$ cat src/rtl/spi_frame_pkg.sv
// Package: shared types and helpers for the frame-checked serial port.
// Assumes: frame-length units are powers of two.
package spi_frame_pkg;

    // Serial events detected in the system clock domain, one clock wide.
    typedef struct packed {
        logic cs_fall;
        logic cs_rise;
        logic sck_rise;
        logic sck_fall;
    } spi_evt_t;

    // True when a bit count is an acceptable frame length.
    function automatic logic frame_len_ok(input int unsigned n_bits,
                                          input int unsigned min_bits,
                                          input int unsigned unit_bits);
        return (n_bits >= min_bits) && ((n_bits % unit_bits) == 0);
    endfunction

endpackage

$ cat src/rtl/spi_in_sync.sv
// Module: multi-bit level synchronizer with edge detection.
// What it does: passes W asynchronous inputs through STAGES flops and flags
// the rising and falling edges of the synchronized level.
// Assumes: each input bit is an independent slow signal; latency to the edge
// flags is STAGES clocks.
module spi_in_sync #(
    parameter int          W       = 3,
    parameter int          STAGES  = 2,
    parameter logic [W-1:0] RST_VAL = '0
) (
    input  logic         clk,
    input  logic         rst_n,
    input  logic [W-1:0] d_i,
    output logic [W-1:0] q_o,
    output logic [W-1:0] rise_o,
    output logic [W-1:0] fall_o
);

    logic [STAGES-1:0][W-1:0] pipe;
    logic [W-1:0]             prev_q;

    genvar g;
    generate
        for (g = 0; g < STAGES; g++) begin : g_stage
            if (g == 0) begin : g_first
                // First stage: capture the raw asynchronous inputs.
                always_ff @(posedge clk) begin
                    if (!rst_n) pipe[0] <= RST_VAL;
                    else        pipe[0] <= d_i;
                end
            end else begin : g_next
                // Later stages: settle metastability.
                always_ff @(posedge clk) begin
                    if (!rst_n) pipe[g] <= RST_VAL;
                    else        pipe[g] <= pipe[g-1];
                end
            end
        end
    endgenerate

    // Previous synchronized level for edge detection.
    always_ff @(posedge clk) begin
        if (!rst_n) prev_q <= RST_VAL;
        else        prev_q <= pipe[STAGES-1];
    end

    assign q_o    = pipe[STAGES-1];
    assign rise_o = pipe[STAGES-1] & ~prev_q;
    assign fall_o = ~pipe[STAGES-1] & prev_q;

endmodule

$ cat src/rtl/spi_bit_counter.sv
// Module: frame bit counter and length checker.
// What it does: counts sampled bits in one chip-select window and reports
// whether the count is an acceptable frame length.
// Assumes: the counter saturates at all ones, which is never a legal length,
// so a frame that overruns the counter is rejected.
module spi_bit_counter
    import spi_frame_pkg::*;
#(
    parameter int CNT_W    = 8,
    parameter int MIN_BITS = 16,
    parameter int UNIT_W   = 8
) (
    input  logic     clk,
    input  logic     rst_n,
    input  spi_evt_t evt_i,
    input  logic     active_i,
    output logic     len_ok_o
);

    localparam logic [CNT_W-1:0] CNT_MAX = {CNT_W{1'b1}};

    logic [CNT_W-1:0] cnt_q;

    // Restart at each chip-select fall; count sampling edges while selected.
    always_ff @(posedge clk) begin
        if (!rst_n) begin
            cnt_q <= '0;
        end else if (evt_i.cs_fall) begin
            cnt_q <= '0;
        end else if (active_i && evt_i.sck_fall && (cnt_q != CNT_MAX)) begin
            cnt_q <= cnt_q + 1'b1;
        end
    end

    assign len_ok_o = frame_len_ok(int'(cnt_q), MIN_BITS, UNIT_W);

endmodule

$ cat src/rtl/spi_shift_path.sv
// Module: serial data path.
// What it does: loads the diagnostic word at chip-select fall, shifts input
// bits in on sampling edges, drives the output bit on launch edges, and shows
// the error flag ORed with the input level before the first launch edge.
// Assumes: the serial clock is low whenever the chip select changes.
module spi_shift_path
    import spi_frame_pkg::*;
#(
    parameter int WORD_W = 16
) (
    input  logic              clk,
    input  logic              rst_n,
    input  spi_evt_t          evt_i,
    input  logic              active_i,
    input  logic              sdi_s_i,
    input  logic              err_flag_i,
    input  logic [WORD_W-1:0] diag_word_i,
    output logic [WORD_W-1:0] rx_word_o,
    output logic              sdo_o,
    output logic              sdo_oe_o
);

    logic [WORD_W-1:0] shreg_q;
    logic              so_q;
    logic              win_q;

    // Shift register: parallel load at select, serial shift on sampling edges.
    always_ff @(posedge clk) begin
        if (!rst_n) begin
            shreg_q <= '0;
        end else if (evt_i.cs_fall) begin
            shreg_q <= diag_word_i;
        end else if (active_i && evt_i.sck_fall) begin
            shreg_q <= {shreg_q[WORD_W-2:0], sdi_s_i};
        end
    end

    // Output bit register: takes the shift register head on launch edges.
    always_ff @(posedge clk) begin
        if (!rst_n) begin
            so_q <= 1'b0;
        end else if (evt_i.cs_fall) begin
            so_q <= 1'b0;
        end else if (active_i && evt_i.sck_rise) begin
            so_q <= shreg_q[WORD_W-1];
        end
    end

    // Error window: open from idle until the first launch edge of a frame.
    always_ff @(posedge clk) begin
        if (!rst_n) begin
            win_q <= 1'b1;
        end else if (evt_i.cs_rise || evt_i.cs_fall) begin
            win_q <= 1'b1;
        end else if (active_i && evt_i.sck_rise) begin
            win_q <= 1'b0;
        end
    end

    // Output mux: error window or shifted data, forced low while deselected.
    always_comb begin
        if (!active_i)  sdo_o = 1'b0;
        else if (win_q) sdo_o = err_flag_i | sdi_s_i;
        else            sdo_o = so_q;
    end

    assign sdo_oe_o  = active_i;
    assign rx_word_o = shreg_q;

endmodule

$ cat src/rtl/spi_frame_slave.sv
// Module: frame-checked serial command port (top).
// What it does: synchronizes the serial pins, runs the data path and bit
// counter, latches accepted command words and keeps the sticky error flag.
// Assumes: the system clock is at least several times faster than the serial
// clock, so every serial phase spans three or more system clocks.
module spi_frame_slave
    import spi_frame_pkg::*;
#(
    parameter int                 WORD_W   = 16,
    parameter int                 UNIT_W   = 8,
    parameter int                 CNT_W    = 8,
    parameter int                 STAGES   = 2,
    parameter logic [WORD_W-1:0]  CMD_RST  = {WORD_W{1'b1}}
) (
    input  logic              clk,
    input  logic              rst_n,
    input  logic              cs_n_i,
    input  logic              sclk_i,
    input  logic              sdi_i,
    output logic              sdo_o,
    output logic              sdo_oe_o,
    input  logic [WORD_W-1:0] diag_word_i,
    input  logic              err_set_i,
    output logic [WORD_W-1:0] cmd_word_o,
    output logic              cmd_stb_o
);

    localparam int PIN_N   = 3;
    localparam int PIN_CS  = 0;
    localparam int PIN_SCK = 1;
    localparam int PIN_SDI = 2;
    localparam logic [PIN_N-1:0] PIN_IDLE = 3'b001;

    logic [PIN_N-1:0]  pin_lvl, pin_rise, pin_fall;
    spi_evt_t          evt;
    logic              active;
    logic              len_ok;
    logic              err_q;
    logic [WORD_W-1:0] rx_word;

    spi_in_sync #(
        .W(PIN_N), .STAGES(STAGES), .RST_VAL(PIN_IDLE)
    ) u_sync (
        .clk(clk), .rst_n(rst_n),
        .d_i({sdi_i, sclk_i, cs_n_i}),
        .q_o(pin_lvl), .rise_o(pin_rise), .fall_o(pin_fall)
    );

    // Event bundle for the data path and counter.
    always_comb begin
        evt.cs_fall  = pin_fall[PIN_CS];
        evt.cs_rise  = pin_rise[PIN_CS];
        evt.sck_rise = pin_rise[PIN_SCK];
        evt.sck_fall = pin_fall[PIN_SCK];
    end

    assign active = ~pin_lvl[PIN_CS];

    spi_bit_counter #(
        .CNT_W(CNT_W), .MIN_BITS(WORD_W), .UNIT_W(UNIT_W)
    ) u_cnt (
        .clk(clk), .rst_n(rst_n), .evt_i(evt), .active_i(active),
        .len_ok_o(len_ok)
    );

    spi_shift_path #(
        .WORD_W(WORD_W)
    ) u_path (
        .clk(clk), .rst_n(rst_n), .evt_i(evt), .active_i(active),
        .sdi_s_i(pin_lvl[PIN_SDI]), .err_flag_i(err_q),
        .diag_word_i(diag_word_i), .rx_word_o(rx_word),
        .sdo_o(sdo_o), .sdo_oe_o(sdo_oe_o)
    );

    // Sticky error flag: set by mode events or bad frames, cleared by good ones.
    always_ff @(posedge clk) begin
        if (!rst_n) begin
            err_q <= 1'b1;
        end else if (err_set_i) begin
            err_q <= 1'b1;
        end else if (evt.cs_rise) begin
            err_q <= ~len_ok;
        end
    end

    // Command latch: accept the received word at deselect when the length is legal.
    always_ff @(posedge clk) begin
        if (!rst_n) begin
            cmd_word_o <= CMD_RST;
            cmd_stb_o  <= 1'b0;
        end else begin
            cmd_stb_o <= evt.cs_rise && len_ok;
            if (evt.cs_rise && len_ok) cmd_word_o <= rx_word;
        end
    end

endmodule

$ cat config.mk
export PLATFORM = sky130hd
export DESIGN_NAME = spi_frame_slave
export DESIGN_NICKNAME = d
export VERILOG_FILES = /design/src/rtl/spi_frame_pkg.sv /design/src/rtl/spi_in_sync.sv /design/src/rtl/spi_bit_counter.sv /design/src/rtl/spi_shift_path.sv /design/src/rtl/spi_frame_slave.sv
export SDC_FILE = /design/constraint.sdc
export NUM_CORES = 1
export LEC_CHECK = 0
export BUFFER_PORTS_ARGS = -buffer_cell sky130_fd_sc_hd__buf_2
export CORE_MARGIN = 2
export CORE_UTILIZATION = 58
export DETAILED_ROUTE_END_ITERATION = 10
export PLACE_DENSITY_LB_ADDON = 0.25
export SYNTH_ARGS = -nofsm -noshare
export SYNTH_HDL_FRONTEND = slang
export SYNTH_SLANG_ARGS = --single-unit
export TNS_END_PERCENT = 50
$ cat constraint.sdc
create_clock -name clk -period 2.87 [get_ports clk]
set_input_delay 0.4305 -clock clk [delete_from_list [all_inputs] [get_ports clk]]
set_output_delay 0.4305 -clock clk [all_outputs]
set_load 0.05 [all_outputs]
[Word-level counts from Yosys, hierarchy flattened]
Index checks and enable logic that the tools add are counted.
W data, S select, Z words.
Operators by class
  equality and inequality tests: 1
  muxes and demuxes: 4
  reductions and logical operators: 11
  add/sub/neg operators: 1
  $lt $le $gt $ge: 1
  bitwise logic cells: 8
Operators with widths (number)
  $logic_not A32 Y1: 1
  $mux W16: 2
  $add A8 B1 Y8 const B: 1
  $ge A8 B5 Y1 const B: 1
  $ne A8 B8 Y1 const B: 1
  $reduce_or A2 Y1: 3
  $logic_and A1 B1 Y1: 5
  $and A2 B2 Y2: 2
  $not A2 Y2: 2
  $not A1 Y1: 3
  $mux W1: 2
  $reduce_bool A2 Y1: 1
  $logic_or A1 B1 Y1: 1
  $or A1 B1 Y1: 1
Word-level totals
  bits in registers: 52
  input port bits: 22
  word-level logic and storage cells: 36
  output and inout bits: 19

[Longest topological paths before layout]
  depth after elaboration: 5
  depth in mapped cells: 8
  mapped depth without buffers: 6

[By module]
A second synthesis with hierarchy kept.
Second synthesis, totals
  cells, all modules: 264
  area total of the unflattened synthesis: 2503.7 um2
Modules (own cells, without submodules)
  spi_shift_path: seq. area each 360.3 um2, times used 1, area an instance 999.7 um2, cells each 103
  spi_frame_slave: seq. area each 360.3 um2, times used 1, area an instance 772.0 um2, cells each 80
  spi_bit_counter: seq. area each 160.2 um2, times used 1, area an instance 435.4 um2, cells each 54
  spi_in_sync: seq. area each 180.2 um2, times used 1, area an instance 296.5 um2, cells each 27

[Least setup slack after synthesis]
Ideal clock, no wire load.
  kind: reg2out
  start: register u_path.win_q
  end: output sdo_o
  setup slack: 0.874 ns
  data required time: 2.440 ns
  data arrival time: 1.565 ns
  stages on the path, launching flop included: 3
  path buffers: 0
  cell sequence: dfxtp_1 nor2_1 a211oi_1
Between the ends
  longest elaborated chain between the ends: 2
Ends and longest elaborated chain
  start, declared: RTL line spi_shift_path.sv:25  | logic win_q;
  start signal, assigned: RTL line spi_shift_path.sv:52  | win_q <= 1'b1;
  start signal, assigned: RTL line spi_shift_path.sv:54  | win_q <= 1'b1;
  start signal, assigned: RTL line spi_shift_path.sv:56  | win_q <= 1'b0;
  $mux W1: RTL line spi_shift_path.sv:63  | else if (win_q) sdo_o = err_flag_i | sdi_s_i;
  $mux W1: RTL line spi_shift_path.sv:62  | if (!active_i) sdo_o = 1'b0;
  end, declared: RTL line spi_frame_slave.sv:20  | output logic sdo_o,
No other way between the ends.

[Worst setup path after layout]
  start: register u_sync.pipe, in the netlist u_sync.q_o[0]
  end: register u_path.shreg_q[15], in the netlist u_path.rx_word_o[15]
Between the ends
  longest elaborated chain between the ends: 3
Ends and longest elaborated chain
  start, declared: RTL line spi_in_sync.sv:19  | logic [STAGES-1:0][W-1:0] pipe;
  start signal, assigned by index: RTL line spi_in_sync.sv:35  | else pipe[g] <= pipe[g-1];
  $not A2 Y2 or $not A1 Y1 (tied branches): RTL line spi_in_sync.sv:49, spi_frame_slave.sv:57
  $and A2 B2 Y2 or $logic_and A1 B1 Y1 (tied branches): RTL line spi_in_sync.sv:49, spi_shift_path.sv:33
  $mux W16 or $reduce_bool A2 Y1 (tied branches)
  end signal, assigned: RTL line spi_shift_path.sv:32  | shreg_q <= diag_word_i;
  end signal, assigned: RTL line spi_shift_path.sv:34  | shreg_q <= {shreg_q[WORD_W-2:0], sdi_s_i};
  end, declared: RTL line spi_shift_path.sv:23  | logic [WORD_W-1:0] shreg_q;
Parallel ways exist; a longest one is shown, timed or not.
A chain may end at the register's enable or synchronous reset.

==> results.md <==
- Status: finished, final reports clean
- Vias in the first global route: 1584
- Max_cap viols: 0
- Slew at the pin closest to its max-slew limit: 636 ps
- Unique masters post-synth: 28
- Initial Util: 0.621
- Leakage Power: 1.03 nW
- Hold Vio Cnt, Final: 0
- # resized after CTS: 0
- # diodes: 0
- Most frequent cells in the layout: 52 x dfxtp_1, 51 x nand2_1, 40 x buf_2, 23 x and2_1, 19 x nand3_1
- Worst-path clk slew: 140 ps
- Synth Flop Type: dfxtp_1
- Ys Warns: 0
- CTS max path bufs: 2
- Period utilization: 0.630
- Wire length per cell: 12.2 um
- Die ar.: 4160 sq um
- CTS tree: yes
- Commonest non-fill, non-tap cell in the layout: dfxtp_1
- Die Ht: 64.5 um
- CP required: 3150 ps
- Row cnt: 21
- Worst Hold Launch: cs_n_i
- Cell count after synthesis: 241
- Fin. max-slew vios: 0
- Synthesized net count: 267
- TritonCTS buffer count: 5
- Die width: 64.5 um
- Unrepaired setup endpoints after global routing: false
- RR Startpoint: u_sync.q_o[0]
- Drt drc: 0
- Initial antenna violation count: 0
- GPL Wtd Cong: 0.760
- Clock skew: 13.1 ps
- Layout Cells excl Fill: 325
- HPWL Detailed: 2.82 mm
- Reg2reg end: u_path.rx_word_o[15]
- Critical Path Source Type: flip-flop
- Via Count: 1660
- Critical setup path kind: reg -> reg
- Total GRT Usage: 0.221
- Worst-path maximum fanout: 12
- FFs w/ async S/R, synth: 0
- Critical Path Source: u_sync.q_o[0]
- Number of flops mapped to enable cells by yosys: 0
- CTS Sinks: 52
- Vias per inst: 5.11
- Final ANT Viol Nets: 0
- Sequential cell area fraction in the yosys report: 0.491
- Max-slew headroom: 0.576
- Routed WL: 3.98 mm
- Post CTS Setup Buffer Count: 0
- Fmax: 553 MHz
- Area Growth Syn to Fin: 13.8%
- Crit path DAT: 2080 ps
- Area after DPL: 2350 sq um
- Clock Latency Late Sink: 370 ps
- Worst reg2reg path depth: 5
- Nets: 304
- DRT Pass-1 Iters: 4
- Design area: 2410 sq um
- R2r setup slk: 1060 ps
- Core ar.: 3420 sq um
- Top Ports: 41
- VDD IR max: 0.000486 V
- Min-Delay Path Class: in -> reg
- Minimum clock period: 1810 ps
- DP Cell Count: 317
- First-iteration detailed-routing DRC count: 77
- Setup-failing EPs final: 0
- Layout cells sized above 1: 0.201
- First-pass GRT wire length: 7.09 mm
- Root buf cell: clkbuf_4
- Worst Setup End Kind: flip-flop
- H-tree levels: 2
- Netlist area before placement: 2120 sq um
- Largest net degree at the start of global routing: 29
- PwrDens: 478 nW/um^2
- Overflow after GRT: 0
- Number of port buffers: 40
- Setup crit end: u_path.rx_word_o[15]
- Flops & latches, synth: 52
- Syn Area/Cell: 8.81 sq um
- Final core area utilization: 0.707
- Post-CTS Hold Buffers: 0
- TNS Setup: 0 ps
-- power breakdown --
part | total [mW] | leakage [nW] | switching, mW | internal (mW)
registers | 0.744 | 0.422 | 0.00950 | 0.735
clock network | 0.350 | 0.0386 | 0.228 | 0.122
logic | 0.0615 | 0.570 | 0.0333 | 0.0282
total | 1.16 | 1.03 | 0.271 | 0.885
-- synth_stat cells (all sizes together), types with 4 or more instances --
library cell  number  area (sq um)
buf                5          32.5
and2              23           144
mux2i             18           180
nand3             19          95.1
o21ai             20           100
xor2               4          35.0
clkbuf             9          33.8
ha                 4          50.1
nand2             51           191
nor2               9          33.8
inv                5          18.8
dfxtp             52          1040
-- critical path, cell delays in order (launching register included) --
cell and delay, ps:
dfxtp_1 390, nor3b_4 560, buf_4 330, mux2i_1 210, o21ai_1 60, and2_1 160
-- state kept, by name (all words and copies together) (netlist names) --
signal,count
u_sync.q_o,3
u_sync.pipe,3
err_q,1
u_cnt.cnt_q,8
u_path.rx_word_o,16
u_path.so_q,1
u_path.win_q,1
u_sync.prev_q,2
cmd_word_o,16
cmd_stb_o,1
-- worst min-delay path by stage --
stage                endpoint  slack [ps]  depth (start not counted)
2_1_floorplan   u_sync.q_o[0]         390                          1
3_3_place_gp    u_sync.q_o[0]         400                          1
3_5_place_dp    u_sync.q_o[0]         390                          1
4_1_cts        u_sync.pipe[0]         220                          2
5_1_grt        u_sync.pipe[0]         220                          2
6_report       u_sync.pipe[0]         240                          2
-- stage by stage --
stage / power [mW] / hold WS, ps / setup WS (ps)
2_1_floorplan: 0.796 / 386 / 874
3_3_place_gp: 0.821 / 400 / 1090
3_5_place_dp: 0.822 / 395 / 1060
4_1_cts: 1.17 / 221 / 1040
5_1_grt: 1.21 / 218 / 877
6_report: 1.16 / 242 / 1060
-- cells by family after synthesis --
logic type,synth area share
AOI/OAI and AO/OA,0.0684
xor gates and xnor gates,0.0206
adders and majority gates,0.0236
buffers and inverters,0.0401
DFF,0.491
muxes,0.0849
and+or+nand+nor,0.272
-- layer usage --
metal / GRT usage / vias to the layer above / share of wire
met2: 0.350 / 31 / 0.45
met4: 0.0771 / 0 / 0.013
li1: - / 872 / -
met3: 0.0608 / 5 / 0.041
met5: 0 / - / 0
met1: 0.290 / 752 / 0.50
-- area by class of cell --
class / instances / area [sq um]
multi-input combinational: 170 / 1000
tap: 46 / 57.6
clock inverter: 2 / 13.8
timing repair buffer: 44 / 230
inverter: 5 / 18.8
fill: 308 / 1000
sequential: 52 / 1040
clock buffer: 6 / 51.3
(Power assumes the default switching activity.)
